<file path="src/rtl/tick_ctl_pkg.sv">
package tick_ctl_pkg;

    localparam int BYTE_W = 8;
    localparam int CNT_W  = 2 * BYTE_W;
    localparam int MODE_W = 3;

    // access code; LATCH doubles as "nothing held" in the hold tracker
    typedef enum logic [1:0] {
        ACC_LATCH = 2'd0,
        ACC_LO    = 2'd1,
        ACC_HI    = 2'd2,
        ACC_WORD  = 2'd3
    } acc_e;

    typedef struct packed {
        acc_e               acc;
        logic [MODE_W-1:0]  mode;
        logic               bcd;
        logic               wr_hi;     // next word write is the high byte
        logic               rd_hi;     // next live word read is the high byte
        logic [BYTE_W-1:0]  lo_byte;
        acc_e               cnt_pend;  // byte order of the frozen count
        logic [CNT_W-1:0]   cnt_hold;
        logic               sts_pend;
        logic [BYTE_W-1:0]  sts_hold;
        logic               load_v;
        logic [CNT_W-1:0]   load_val;
    } chan_state_t;

endpackage

</file>
<file path="src/rtl/tick_ctl_decode.sv">
module tick_ctl_decode
    import tick_ctl_pkg::*;
#(
    parameter int NCH = 3
) (
    input  logic               wr_en,
    input  logic               rd_en,
    input  logic [1:0]         addr,
    input  logic [BYTE_W-1:0]  wdata,
    output logic [NCH-1:0]     cmd_set,
    output logic [NCH-1:0]     latch_cnt,
    output logic [NCH-1:0]     latch_sts,
    output logic [NCH-1:0]     wr_stb,
    output logic [NCH-1:0]     rd_stb
);

    localparam logic [1:0] CTRL_OFS = 2'd3;

    logic       is_ctrl;
    logic [1:0] sel;
    logic [1:0] acc;
    logic       rb;

    assign is_ctrl = wr_en && (addr == CTRL_OFS);
    assign sel     = wdata[7:6];
    assign acc     = wdata[5:4];
    assign rb      = (sel == 2'd3);

    for (genvar i = 0; i < NCH; i++) begin : g_ch
        localparam logic [1:0] IDX = 2'(i);
        logic rb_pick;
        assign rb_pick      = is_ctrl && rb && wdata[1+i];
        assign cmd_set[i]   = is_ctrl && (sel == IDX) && (acc != 2'd0);
        assign latch_cnt[i] = (is_ctrl && (sel == IDX) && (acc == 2'd0))
                            || (rb_pick && !wdata[5]);
        assign latch_sts[i] = rb_pick && !wdata[4];
        assign wr_stb[i]    = wr_en && (addr == IDX);
        assign rd_stb[i]    = rd_en && (addr == IDX);
    end

endmodule

</file>
<file path="src/rtl/tick_ctl_chan.sv">
module tick_ctl_chan
    import tick_ctl_pkg::*;
(
    input  logic               clk,
    input  logic               rst_n,
    input  logic               cmd_set,
    input  logic [BYTE_W-1:0]  cmd_byte,
    input  logic               latch_cnt,
    input  logic               latch_sts,
    input  logic               wr_stb,
    input  logic               rd_stb,
    input  logic [CNT_W-1:0]   live_cnt,
    input  logic               out_lvl,
    output logic [BYTE_W-1:0]  rdata,
    output logic               load_v,
    output logic [CNT_W-1:0]   load_val,
    output logic [MODE_W-1:0]  mode
);

    chan_state_t st_d, st_q;

    localparam chan_state_t RST_ST = '{
        acc:      ACC_WORD,
        mode:     '0,
        bcd:      1'b0,
        wr_hi:    1'b0,
        rd_hi:    1'b0,
        lo_byte:  '0,
        cnt_pend: ACC_LATCH,
        cnt_hold: '0,
        sts_pend: 1'b0,
        sts_hold: '0,
        load_v:   1'b0,
        load_val: '0
    };

    // read data: status, then frozen count, then live count
    always_comb begin
        rdata = live_cnt[BYTE_W-1:0];
        if (st_q.sts_pend) begin
            rdata = st_q.sts_hold;
        end else if (st_q.cnt_pend != ACC_LATCH) begin
            rdata = (st_q.cnt_pend == ACC_HI) ? st_q.cnt_hold[CNT_W-1:BYTE_W]
                                              : st_q.cnt_hold[BYTE_W-1:0];
        end else begin
            unique case (st_q.acc)
                ACC_HI:   rdata = live_cnt[CNT_W-1:BYTE_W];
                ACC_WORD: rdata = st_q.rd_hi ? live_cnt[CNT_W-1:BYTE_W]
                                             : live_cnt[BYTE_W-1:0];
                default:  rdata = live_cnt[BYTE_W-1:0];
            endcase
        end
    end

    always_comb begin
        st_d        = st_q;
        st_d.load_v = 1'b0;

        if (rd_stb) begin
            if (st_q.sts_pend) begin
                st_d.sts_pend = 1'b0;
            end else if (st_q.cnt_pend != ACC_LATCH) begin
                st_d.cnt_pend = (st_q.cnt_pend == ACC_WORD) ? ACC_HI : ACC_LATCH;
            end else if (st_q.acc == ACC_WORD) begin
                st_d.rd_hi = !st_q.rd_hi;
            end
        end

        if (wr_stb) begin
            unique case (st_q.acc)
                ACC_HI: begin
                    st_d.load_v   = 1'b1;
                    st_d.load_val = {cmd_byte, {BYTE_W{1'b0}}};
                end
                ACC_WORD: begin
                    if (st_q.wr_hi) begin
                        st_d.load_v   = 1'b1;
                        st_d.load_val = {cmd_byte, st_q.lo_byte};
                        st_d.wr_hi    = 1'b0;
                    end else begin
                        st_d.lo_byte  = cmd_byte;
                        st_d.wr_hi    = 1'b1;
                    end
                end
                default: begin
                    st_d.load_v   = 1'b1;
                    st_d.load_val = {{BYTE_W{1'b0}}, cmd_byte};
                end
            endcase
        end

        if (cmd_set) begin
            st_d.acc   = acc_e'(cmd_byte[5:4]);
            st_d.mode  = cmd_byte[3:1];
            st_d.bcd   = cmd_byte[0];
            st_d.wr_hi = 1'b0;
            st_d.rd_hi = 1'b0;
        end

        if (latch_cnt && (st_q.cnt_pend == ACC_LATCH)) begin
            st_d.cnt_hold = live_cnt;
            st_d.cnt_pend = st_q.acc;
        end

        if (latch_sts && !st_q.sts_pend) begin
            st_d.sts_hold = {out_lvl, 1'b0, st_q.acc, st_q.mode, st_q.bcd};
            st_d.sts_pend = 1'b1;
        end
    end

    always_ff @(posedge clk) begin
        if (!rst_n) st_q <= RST_ST;
        else        st_q <= st_d;
    end

    assign load_v   = st_q.load_v;
    assign load_val = st_q.load_val;
    assign mode     = st_q.mode;

    // a pending status is not overwritten before it is read
    a_r9_sts_held: assert property (@(posedge clk) disable iff (!rst_n)
        st_q.sts_pend && !rd_stb |=> st_q.sts_pend && $stable(st_q.sts_hold));

    // a frozen count survives further freeze requests until read
    a_r5_cnt_held: assert property (@(posedge clk) disable iff (!rst_n)
        (st_q.cnt_pend != ACC_LATCH) && !rd_stb |=> $stable(st_q.cnt_hold));

    // the first half of a word write never loads
    a_r4_word_lo_no_load: assert property (@(posedge clk) disable iff (!rst_n)
        wr_stb && (st_q.acc == ACC_WORD) && !st_q.wr_hi |=> !load_v);

    // a read with status pending leaves the count hold order untouched
    a_r9_sts_first: assert property (@(posedge clk) disable iff (!rst_n)
        rd_stb && st_q.sts_pend && !latch_cnt |=> $stable(st_q.cnt_pend));

    // a load pulse only follows a data write
    a_r3_load_after_write: assert property (@(posedge clk) disable iff (!rst_n)
        !wr_stb |=> !load_v);

endmodule

</file>
<file path="src/rtl/tick_ctl_regs.sv">
module tick_ctl_regs
    import tick_ctl_pkg::*;
#(
    parameter int NCH = 3
) (
    input  logic                    clk,
    input  logic                    rst_n,
    input  logic                    wr_en,
    input  logic                    rd_en,
    input  logic [1:0]              addr,
    input  logic [BYTE_W-1:0]       wdata,
    output logic [BYTE_W-1:0]       rdata,
    input  logic [NCH*CNT_W-1:0]    live_count,
    input  logic [NCH-1:0]          out_level,
    output logic [NCH-1:0]          load_valid,
    output logic [NCH*CNT_W-1:0]    load_value,
    output logic [NCH*MODE_W-1:0]   chan_mode
);

    localparam logic [BYTE_W-1:0] IDLE_BYTE = '1;

    logic [NCH-1:0]        cmd_set, latch_cnt, latch_sts, wr_stb, rd_stb;
    logic [BYTE_W-1:0]     ch_rdata [NCH];

    tick_ctl_decode #(.NCH(NCH)) u_dec (
        .wr_en     (wr_en),
        .rd_en     (rd_en),
        .addr      (addr),
        .wdata     (wdata),
        .cmd_set   (cmd_set),
        .latch_cnt (latch_cnt),
        .latch_sts (latch_sts),
        .wr_stb    (wr_stb),
        .rd_stb    (rd_stb)
    );

    for (genvar i = 0; i < NCH; i++) begin : g_ch
        tick_ctl_chan u_chan (
            .clk       (clk),
            .rst_n     (rst_n),
            .cmd_set   (cmd_set[i]),
            .cmd_byte  (wdata),
            .latch_cnt (latch_cnt[i]),
            .latch_sts (latch_sts[i]),
            .wr_stb    (wr_stb[i]),
            .rd_stb    (rd_stb[i]),
            .live_cnt  (live_count[i*CNT_W +: CNT_W]),
            .out_lvl   (out_level[i]),
            .rdata     (ch_rdata[i]),
            .load_v    (load_valid[i]),
            .load_val  (load_value[i*CNT_W +: CNT_W]),
            .mode      (chan_mode[i*MODE_W +: MODE_W])
        );
    end

    always_comb begin
        rdata = IDLE_BYTE;
        for (int i = 0; i < NCH; i++) begin
            if (addr == 2'(i)) rdata = ch_rdata[i];
        end
    end

    // the control offset reads as all ones
    a_r10_ctrl_reads_ff: assert property (@(posedge clk) disable iff (!rst_n)
        rd_en && (addr == 2'd3) |-> rdata == IDLE_BYTE);

    // one data write per cycle gives at most one load pulse
    a_r3_single_load: assert property (@(posedge clk) disable iff (!rst_n)
        $onehot0(load_valid));

endmodule

</file>
<file path="config.mk">
export PLATFORM = sky130hd
export DESIGN_NAME = tick_ctl_regs
export DESIGN_NICKNAME = d
export VERILOG_FILES = /design/src/rtl/tick_ctl_pkg.sv /design/src/rtl/tick_ctl_decode.sv /design/src/rtl/tick_ctl_chan.sv /design/src/rtl/tick_ctl_regs.sv
export SDC_FILE = /design/constraint.sdc
export NUM_CORES = 1
export LEC_CHECK = 0
export BUFFER_PORTS_ARGS = -buffer_cell sky130_fd_sc_hd__buf_2
export CAP_MARGIN = 20
export CORE_UTILIZATION = 50
export DETAILED_ROUTE_END_ITERATION = 12
export PLACE_DENSITY_LB_ADDON = 0.3
export SLEW_MARGIN = 15
export SYNTH_ARGS = -nofsm -noshare
export SYNTH_HDL_FRONTEND = slang
export SYNTH_SLANG_ARGS = --single-unit
</file>
<file path="constraint.sdc">
create_clock -name clk -period 3.8 [get_ports clk]
set_input_delay 0.19 -clock clk [delete_from_list [all_inputs] [get_ports clk]]
set_output_delay 0.19 -clock clk [all_outputs]
set_load 0.05 [all_outputs]
</file>
==> impl_metrics.ini, run 1 <==
[cells_and_area]
final_nets = 1072
area_growth_synth_to_finish_pct = 10.71
drive_gt1_share_pct = 18.55
antenna_cells = 0

[critical_path]
cp-start-kind = flip-flop
arrival_time_of_data_at_the_critical_path_endpoint_ns = 2.94
worstSetupPathType = reg -> out
cp_data_required_time_ns = 3.61
setup.worst_path.start = g_ch[1].u_chan.st_q[42]
r2r-end = g_ch[1].u_chan.st_q[41]
critical_path.max_fanout = 17
worstRegToRegCells = 5
critical_path.endpoint_type = output port
r2r_slack_ns = 1.67
worstReg2RegStart = g_ch[1].u_chan.st_q[42]

[power]
report.power.total_mw = 3.935
leakagePower_nw = 3.912
worst_supply_voltage_drop_on_vdd_mv = 0.3291
p_per_area_nw_per_um2 = 426.1

[clock_network]
clockRootBuffer = sky130_fd_sc_hd__clkbuf_16
clock_tree_from_tritoncts = yes
clock_insertion_delay_at_the_later_pin_of_the_skew_report_ns = 0.44
cts.clk_slew.worst_paths_ns = 0.07
cts-resized-gates = 0
post_cts_buffers = 0
cts_hold_repair.buffers = 10
cts.sinks = 177
clock_tree.buffer_depth = 2
number_of_clock_buffers_inserted_by_tritoncts = 17
ctsHtreeMaxLevel = 4

[grt]
first_global_vias = 6379
grt_pass1_wl_mm = 33.64
grt_max_degree = 97
gr-total-overflow = 0
antenna_found_initial = 1
grt.total_usage_pct = 24.54

[floorplan]
floorplan.die_area_sq_um = 17200
die-width_microns = 131.2
pin_count = 133
floorplan.initialDensity_pct = 51.95
coreArea_sq_um = 16060
core.rowCount = 46
die_h_microns = 131.2

[synthesis]
postSynthNetCount = 1039
number_of_enable_type_register_cells_in_the_synthesized_netlist = 0
sequential_share_of_the_synthesized_area_pct = 42.48
yosys_register_bits = 177
ys.warnings.count = 0
synthesis.area_per_instance_sq_um = 8.564
mappedNetlistArea_sq_um = 8342
number_of_distinct_library_cells_after_synthesis = 52
ys_async_sr_fraction_pct = 0
synth_flop_cell = sky130_fd_sc_hd__dfxtp_1
syn_inst = 974

[timing]
timing.final.crit_period_ns = 3.130
final.setup_skew_ns = 0.007812
final-hold-violation-count = 0
worst_margin_slew_ns = 0.9971
finalSetupTns_ns = 0
setup_viol = 0
fin_crit_sh_pct = 82.37
maximum_achievable_frequency_ghz = 0.3195
report.final.slew_viol_count = 0
setup_repair_after_global_routing_missed_its_margin = no
max_slew_margin_pct = 33.28

[worst_hold_path]
terminating_pin_of_the_worst_hold_path = g_ch[1].u_chan.st_q[31]
worst_hold_startpoint = live_count[21]
hold_path_depth = 3
path_class_of_the_lowest_slack_min_delay_path = in -> reg

[detailed_routing]
detailed_routing_iteration_count_for_the_pre_antenna_repair_pass = 5
drt_first_iter_violations = 520
drt-wirelength-per-cell_microns = 17.19
drc_errors = 0
wirelength_mm = 21.23
route.detailed.vias_per_inst = 5.571
drt.antenna.violating_nets = 0
detailed_route_via_count = 6880

[outcome]
status = complete, no violations

[placed_design]
port-buffer-count = 132
post-dp-hpwl_mm = 13.97
routabilityCongestion = 0.8414

[job]
drv.max_cap_violation_count = 0
[final cells by class]
type / instances / area, sq um
flip-flops and latches: 177 / 3543
clock buffers: 19 / 452.9
well taps: 216 / 270.3
clock inverters: 12 / 98.84
fillers: 1466 / 6823
inverters: 23 / 88.84
multi-input cells: 639 / 3955
repair buffers: 149 / 825.8
[registers in the layout, summed over array words and instances (netlist names)]
name	cells
g_ch.u_chan.load_v	3
g_ch.u_chan.load_val	48
g_ch.u_chan.mode	9
g_ch.u_chan.st_q	117
[worst max-delay path by stage]
stage / endpoint / slack [ns] / depth (start not counted)
finish: rdata[0] / 0.67 / 6
global placement: rdata[7] / 1.21 / 6
floorplan: rdata[3] / 1.11 / 5
CTS: rdata[0] / 0.71 / 6
global route: rdata[7] / 0.52 / 6
detailed placement: rdata[0] / 1.17 / 6
[placed cells by master, fill, tap and decap left out, types with 3 or more instances in the layout]
cell,n
sky130_fd_sc_hd__mux2i_1,104
sky130_fd_sc_hd__a31o_2,4
sky130_fd_sc_hd__and2_0,3
sky130_fd_sc_hd__nand3b_1,4
sky130_fd_sc_hd__buf_4,6
sky130_fd_sc_hd__a22oi_1,28
sky130_fd_sc_hd__nor3b_1,10
sky130_fd_sc_hd__nand2b_1,6
sky130_fd_sc_hd__a221oi_1,4
sky130_fd_sc_hd__clkbuf_16,17
sky130_fd_sc_hd__inv_1,21
sky130_fd_sc_hd__nand3_1,9
sky130_fd_sc_hd__buf_2,132
sky130_fd_sc_hd__a2bb2oi_1,3
sky130_fd_sc_hd__inv_6,4
sky130_fd_sc_hd__nor3_1,31
sky130_fd_sc_hd__a21oi_1,26
sky130_fd_sc_hd__xnor2_1,3
sky130_fd_sc_hd__nand4_1,8
sky130_fd_sc_hd__dfxtp_1,177
sky130_fd_sc_hd__a211oi_1,31
sky130_fd_sc_hd__and3_1,26
sky130_fd_sc_hd__a221o_1,9
sky130_fd_sc_hd__clkinv_4,4
sky130_fd_sc_hd__o21ai_0,33
sky130_fd_sc_hd__mux2_2,5
sky130_fd_sc_hd__xor2_1,3
sky130_fd_sc_hd__a311oi_1,6
sky130_fd_sc_hd__nor2_1,183
sky130_fd_sc_hd__o22ai_1,5
sky130_fd_sc_hd__dlygate4sd3_1,10
sky130_fd_sc_hd__nand2_1,46
sky130_fd_sc_hd__a31oi_1,13
sky130_fd_sc_hd__nor2b_1,8
sky130_fd_sc_hd__o21a_1,3
sky130_fd_sc_hd__and4_1,4
[kinds of logic (layout without fill, tap and decap cells)]
group           count (synthesis)  after routing  synth area share [%]
mux                           109            109                 13.15
xor+xnor                        6              6                0.6301
buf+inv                       158            203                 10.18
compound gates                172            172                 14.01
simple gates                  352            352                 19.54
flops                         177            177                 42.48
[stage by stage]
step | util [%] | setup slack (ns) | instance area [sq um] | cells | hold WS, ns
after global routing | 57.51 | 0.5175 | 9235 | 1235 | 0.02543
after CTS | 57.51 | 0.7080 | 9235 | 1235 | 0.0002852
after detailed placement | 53.45 | 1.170 | 8583 | 1194 | 0.4413
after floorplan | - | 1.114 | 8342 | 974 | 0.2618
final | 57.51 | 0.6698 | 9235 | 1235 | 0.008085
after global placement | 53.45 | 1.213 | 8583 | 1194 | 0.4350
[routing by layer]
layer | global-route usage, % | wire length (microns)
met5 | 0 | 10
met4 | 9.477 | 432
met3 | 4.398 | 1120
met2 | 39.54 | 9888
met1 | 32.53 | 9779
[where the power goes]
| group | internal [mW] | switching [mW] |
|---|---|---|
| registers | 1.88 | 0.0218 |
| logic | 0.123 | 0.257 |
| clock network | 0.881 | 0.771 |
[cell usage after synthesis, drive strengths merged (4+ instances only)]
cell type | n | area [sq um]
mux2i | 104 | 1041
a221oi | 4 | 35.03
a31o | 4 | 35.03
o22ai | 5 | 31.28
a211oi | 31 | 232.7
or2 | 4 | 25.02
a311oi | 6 | 52.55
a221o | 9 | 90.09
nand3 | 10 | 55.05
nand3b | 4 | 30.03
and3 | 26 | 162.7
clkbuf | 55 | 206.5
a21oi | 26 | 130.1
dfxtp | 177 | 3543
and4 | 4 | 35.03
a31oi | 13 | 81.33
nor2b | 8 | 50.05
nand4 | 8 | 50.05
buf | 80 | 556.8
a22oi | 28 | 210.2
mux2 | 5 | 56.30
nand2b | 6 | 37.54
nor3b | 10 | 75.07
nor3 | 33 | 181.4
inv | 22 | 82.58
o21ai | 34 | 170.2
nand2 | 46 | 172.7
nor2 | 186 | 710.7
[critical path: stages, from the launching register on]
cell and delay [ns]:
sky130_fd_sc_hd__dfxtp_1 0.45, sky130_fd_sc_hd__nor2_1 0.82, sky130_fd_sc_hd__and4_1 0.29, sky130_fd_sc_hd__a31oi_1 0.05
sky130_fd_sc_hd__a31o_2 0.31, sky130_fd_sc_hd__a311oi_1 0.27, sky130_fd_sc_hd__buf_2 0.31
No activity file was read; power rests on OpenSTA's default activity.
==> run 2, diff against run 1 <==
ABC_AREA = 1   (was default)
clock period = 2.7 ns   (was 3.8 ns; I/O delays follow)
==> run 2 against run 1 <==
Clock power is 62% higher; cell count rose by 20%; worst setup slack lost 0.34 ns; utilization grew 0.34 points; largest power group unchanged; sequential share of layout area shrank 1.4 points; power is 53% higher; clock-buffer cell count rose by 4; critical endpoint is now rdata[4]; first-iteration DRC count is 28% higher; final area increased by 3.9%; synthesized cell count grew 22%.
==> impl_metrics.ini, run 2 <==
[synthesis]
ys_async_sr_fraction_pct = 0
number_of_distinct_library_cells_after_synthesis = 32
synth_flop_cell = sky130_fd_sc_hd__dfxtp_1
ys.warnings.count = 0
post-synth-top-count-cell = sky130_fd_sc_hd__a21oi_1
synth_xor_xnor_area_share_pct = 0.3092
yosys_register_bits = 177
synth_top_family_by_area = compound AO/OA/AOI/OAI gates
share_of_synthesized_area_spent_on_multiplexers_pct = 0
sequential_share_of_the_synthesized_area_pct = 41.70
yosys.area.top_type = sky130_fd_sc_hd__dfxtp_1
synth_area_leaders = sky130_fd_sc_hd__dfxtp_1, sky130_fd_sc_hd__a21oi_1, sky130_fd_sc_hd__o21ai_0, sky130_fd_sc_hd__nand2_1, sky130_fd_sc_hd__inv_1
synth_largest_type_area_fraction_pct = 41.70
synthesis.area_per_instance_sq_um = 7.171
number_of_enable_type_register_cells_in_the_synthesized_netlist = 0
yosys.area_share.adder_pct = 0
yosys.area_share.simple_pct = 17.68
syn_inst = 1185
mappedNetlistArea_sq_um = 8498
synth_compound_area_share_pct = 24.35
postSynthNetCount = 1250
synth.top_cells.by_count = sky130_fd_sc_hd__a21oi_1, sky130_fd_sc_hd__dfxtp_1, sky130_fd_sc_hd__nand2_1

[timing]
final.setup_skew_ns = 0.009272
max_slew_margin_pct = 56.78
final-hold-violation-count = 0
fin_crit_sh_pct = 87.92
timing.final.crit_period_ns = 2.374
maximum_achievable_frequency_ghz = 0.4212
setup_repair_after_global_routing_missed_its_margin = no
setup_viol = 0
report.final.slew_viol_count = 0
finalSetupTns_ns = 0
worst_margin_slew_ns = 0.6483

[clock_network]
clockRootBuffer = sky130_fd_sc_hd__clkbuf_16
clock_insertion_delay_at_the_later_pin_of_the_skew_report_ns = 0.43
cts.sinks = 177
ctsHtreeMaxLevel = 4
clock_tree_from_tritoncts = yes
clock_tree.buffer_depth = 2
number_of_clock_buffers_inserted_by_tritoncts = 17
post_cts_buffers = 0
cts.clk_slew.worst_paths_ns = 0.06

[placed_design]
dpl-instance-area_sq_um = 8740
post-dp-hpwl_mm = 15.29
port-buffer-count = 132
routabilityCongestion = 0.8834

[detailed_routing]
wirelength_mm = 22.21
drc_errors = 0
drt-wirelength-per-cell_microns = 15.04
drt.antenna.violating_nets = 0
route.detailed.vias_per_inst = 5.251
detailed_routing_iteration_count_for_the_pre_antenna_repair_pass = 5
drt_first_iter_violations = 665
detailed_route_via_count = 7755

[worst_hold_path]
path_class_of_the_lowest_slack_min_delay_path = in -> reg

[grt]
grt_pass1_wl_mm = 36.01
grt_max_degree = 57
antenna_found_initial = 0
gr-total-overflow = 0
grt.total_usage_pct = 25.67
first_global_vias = 7175

[floorplan]
coreArea_sq_um = 16580
core.rowCount = 47
floorplan.die_area_sq_um = 17520
floorplan.initialDensity_pct = 51.24
die_h_microns = 132.4
pin_count = 133
die-width_microns = 132.4

[cells_and_area]
final_cell_area_sq_um = 9594
antenna_cells = 0
final_nets = 1309
final_cell_mix = sky130_fd_sc_hd__a21oi_1, sky130_fd_sc_hd__dfxtp_1, sky130_fd_sc_hd__nand2_1
finalCoreUtilization_pct = 57.85
largest_reg_flops = 117
area_growth_synth_to_finish_pct = 12.90
mostFrequentLayoutCell = sky130_fd_sc_hd__a21oi_1
drive_gt1_share_pct = 15.83
max_flop_register = g_ch.u_chan.st_q

[critical_path]
critical_path.endpoint_type = output port
worstSetupPathType = reg -> out
arrival_time_of_data_at_the_critical_path_endpoint_ns = 2.24
critical_path.max_fanout = 13
cp_data_required_time_ns = 2.57
cp-start-kind = flip-flop

[job]
drv.max_cap_violation_count = 0

[power]
leakagePower_nw = 4.169
worst_supply_voltage_drop_on_vdd_mv = 0.5041
p_per_area_nw_per_um2 = 626.3

[outcome]
status = complete, no violations
[run 2: routing by layer]
| metal | vias to the layer above | wire length, microns | GRT usage [%] |
|---|---|---|---|
| met5 | - | 0 | 0 |
| li1 | 3967 | - | - |
| met3 | 22 | 1138 | 4.037 |
| met2 | 228 | 10640 | 42.11 |
| met4 | 0 | 295 | 8.174 |
| met1 | 3538 | 10140 | 34.54 |
[run 2: cell type report]
class                           instances  area, sq um
Tap cell                              220        275.3
Sequential cell                       177         3545
Clock inverter                          9        152.6
Inverter                              155        589.3
Timing Repair Buffer                  161        943.4
Multi-Input combinational cell        732         3601
Fill cell                            1603         6989
Clock buffer                           23        488.0
[run 2: worst paths after layout]
path / from / endpoint / slack (ns) / cells after the start
setup reg to reg: g_ch[2].u_chan.st_q[42] / g_ch[2].u_chan.st_q[40] / 0.70 / 6
hold reg to reg: g_ch[2].u_chan.st_q[24] / g_ch[2].u_chan.st_q[24] / 0.45 / 2
setup / recovery: g_ch[0].u_chan.st_q[58] / rdata[4] / 0.33 / 9
hold / removal: live_count[5] / g_ch[0].u_chan.st_q[31] / 0.006 / 3
[run 2: timing repair]
item,CTS,global route
hold buffers,21,0
endpoints found under the hold margin,21,0
resized for setup,0,2
setup endpoints to repair,0,5
[run 2: kinds of logic after synthesis]
| group | count (synthesis) |
|---|---|
| AO/OA/AOI/OAI | 396 |
| XOR/XNOR | 3 |
| buffers and inverters | 276 |
| flip-flops | 177 |
| AND/OR/NAND/NOR | 333 |
[run 2: metrics by stage]
stage | power [mW] | worst slack (ns) | hold slack, ns | std cells
final | 6.009 | 0.3261 | 0.006343 | 1477
after global routing | 6.208 | 0.1106 | 0.001199 | 1477
after CTS | 6.028 | 0.1373 | 0.00007197 | 1477
after detailed placement | 3.365 | 0.6228 | 0.4311 | 1424
after global placement | 3.360 | 0.6777 | 0.4174 | 1424
after floorplan | 3.190 | 0.7269 | 0.2757 | 1185
[run 2: power breakdown]
group | internal [mW] | switching (mW)
Combinational | 0.189 | 0.450
Clock | 1.65 | 1.03
Sequential | 2.66 | 0.0341
[run 2: worst max-delay path: stages (launching register included)]
cell,delay (ns)
sky130_fd_sc_hd__dfxtp_1,0.55
sky130_fd_sc_hd__nand2_1,0.20
sky130_fd_sc_hd__nand2_2,0.24
sky130_fd_sc_hd__nor2_1,0.06
sky130_fd_sc_hd__o21ai_0,0.18
sky130_fd_sc_hd__nand2_1,0.07
sky130_fd_sc_hd__nand2_1,0.07
sky130_fd_sc_hd__nand2_1,0.05
sky130_fd_sc_hd__nor2_1,0.13
sky130_fd_sc_hd__buf_2,0.28
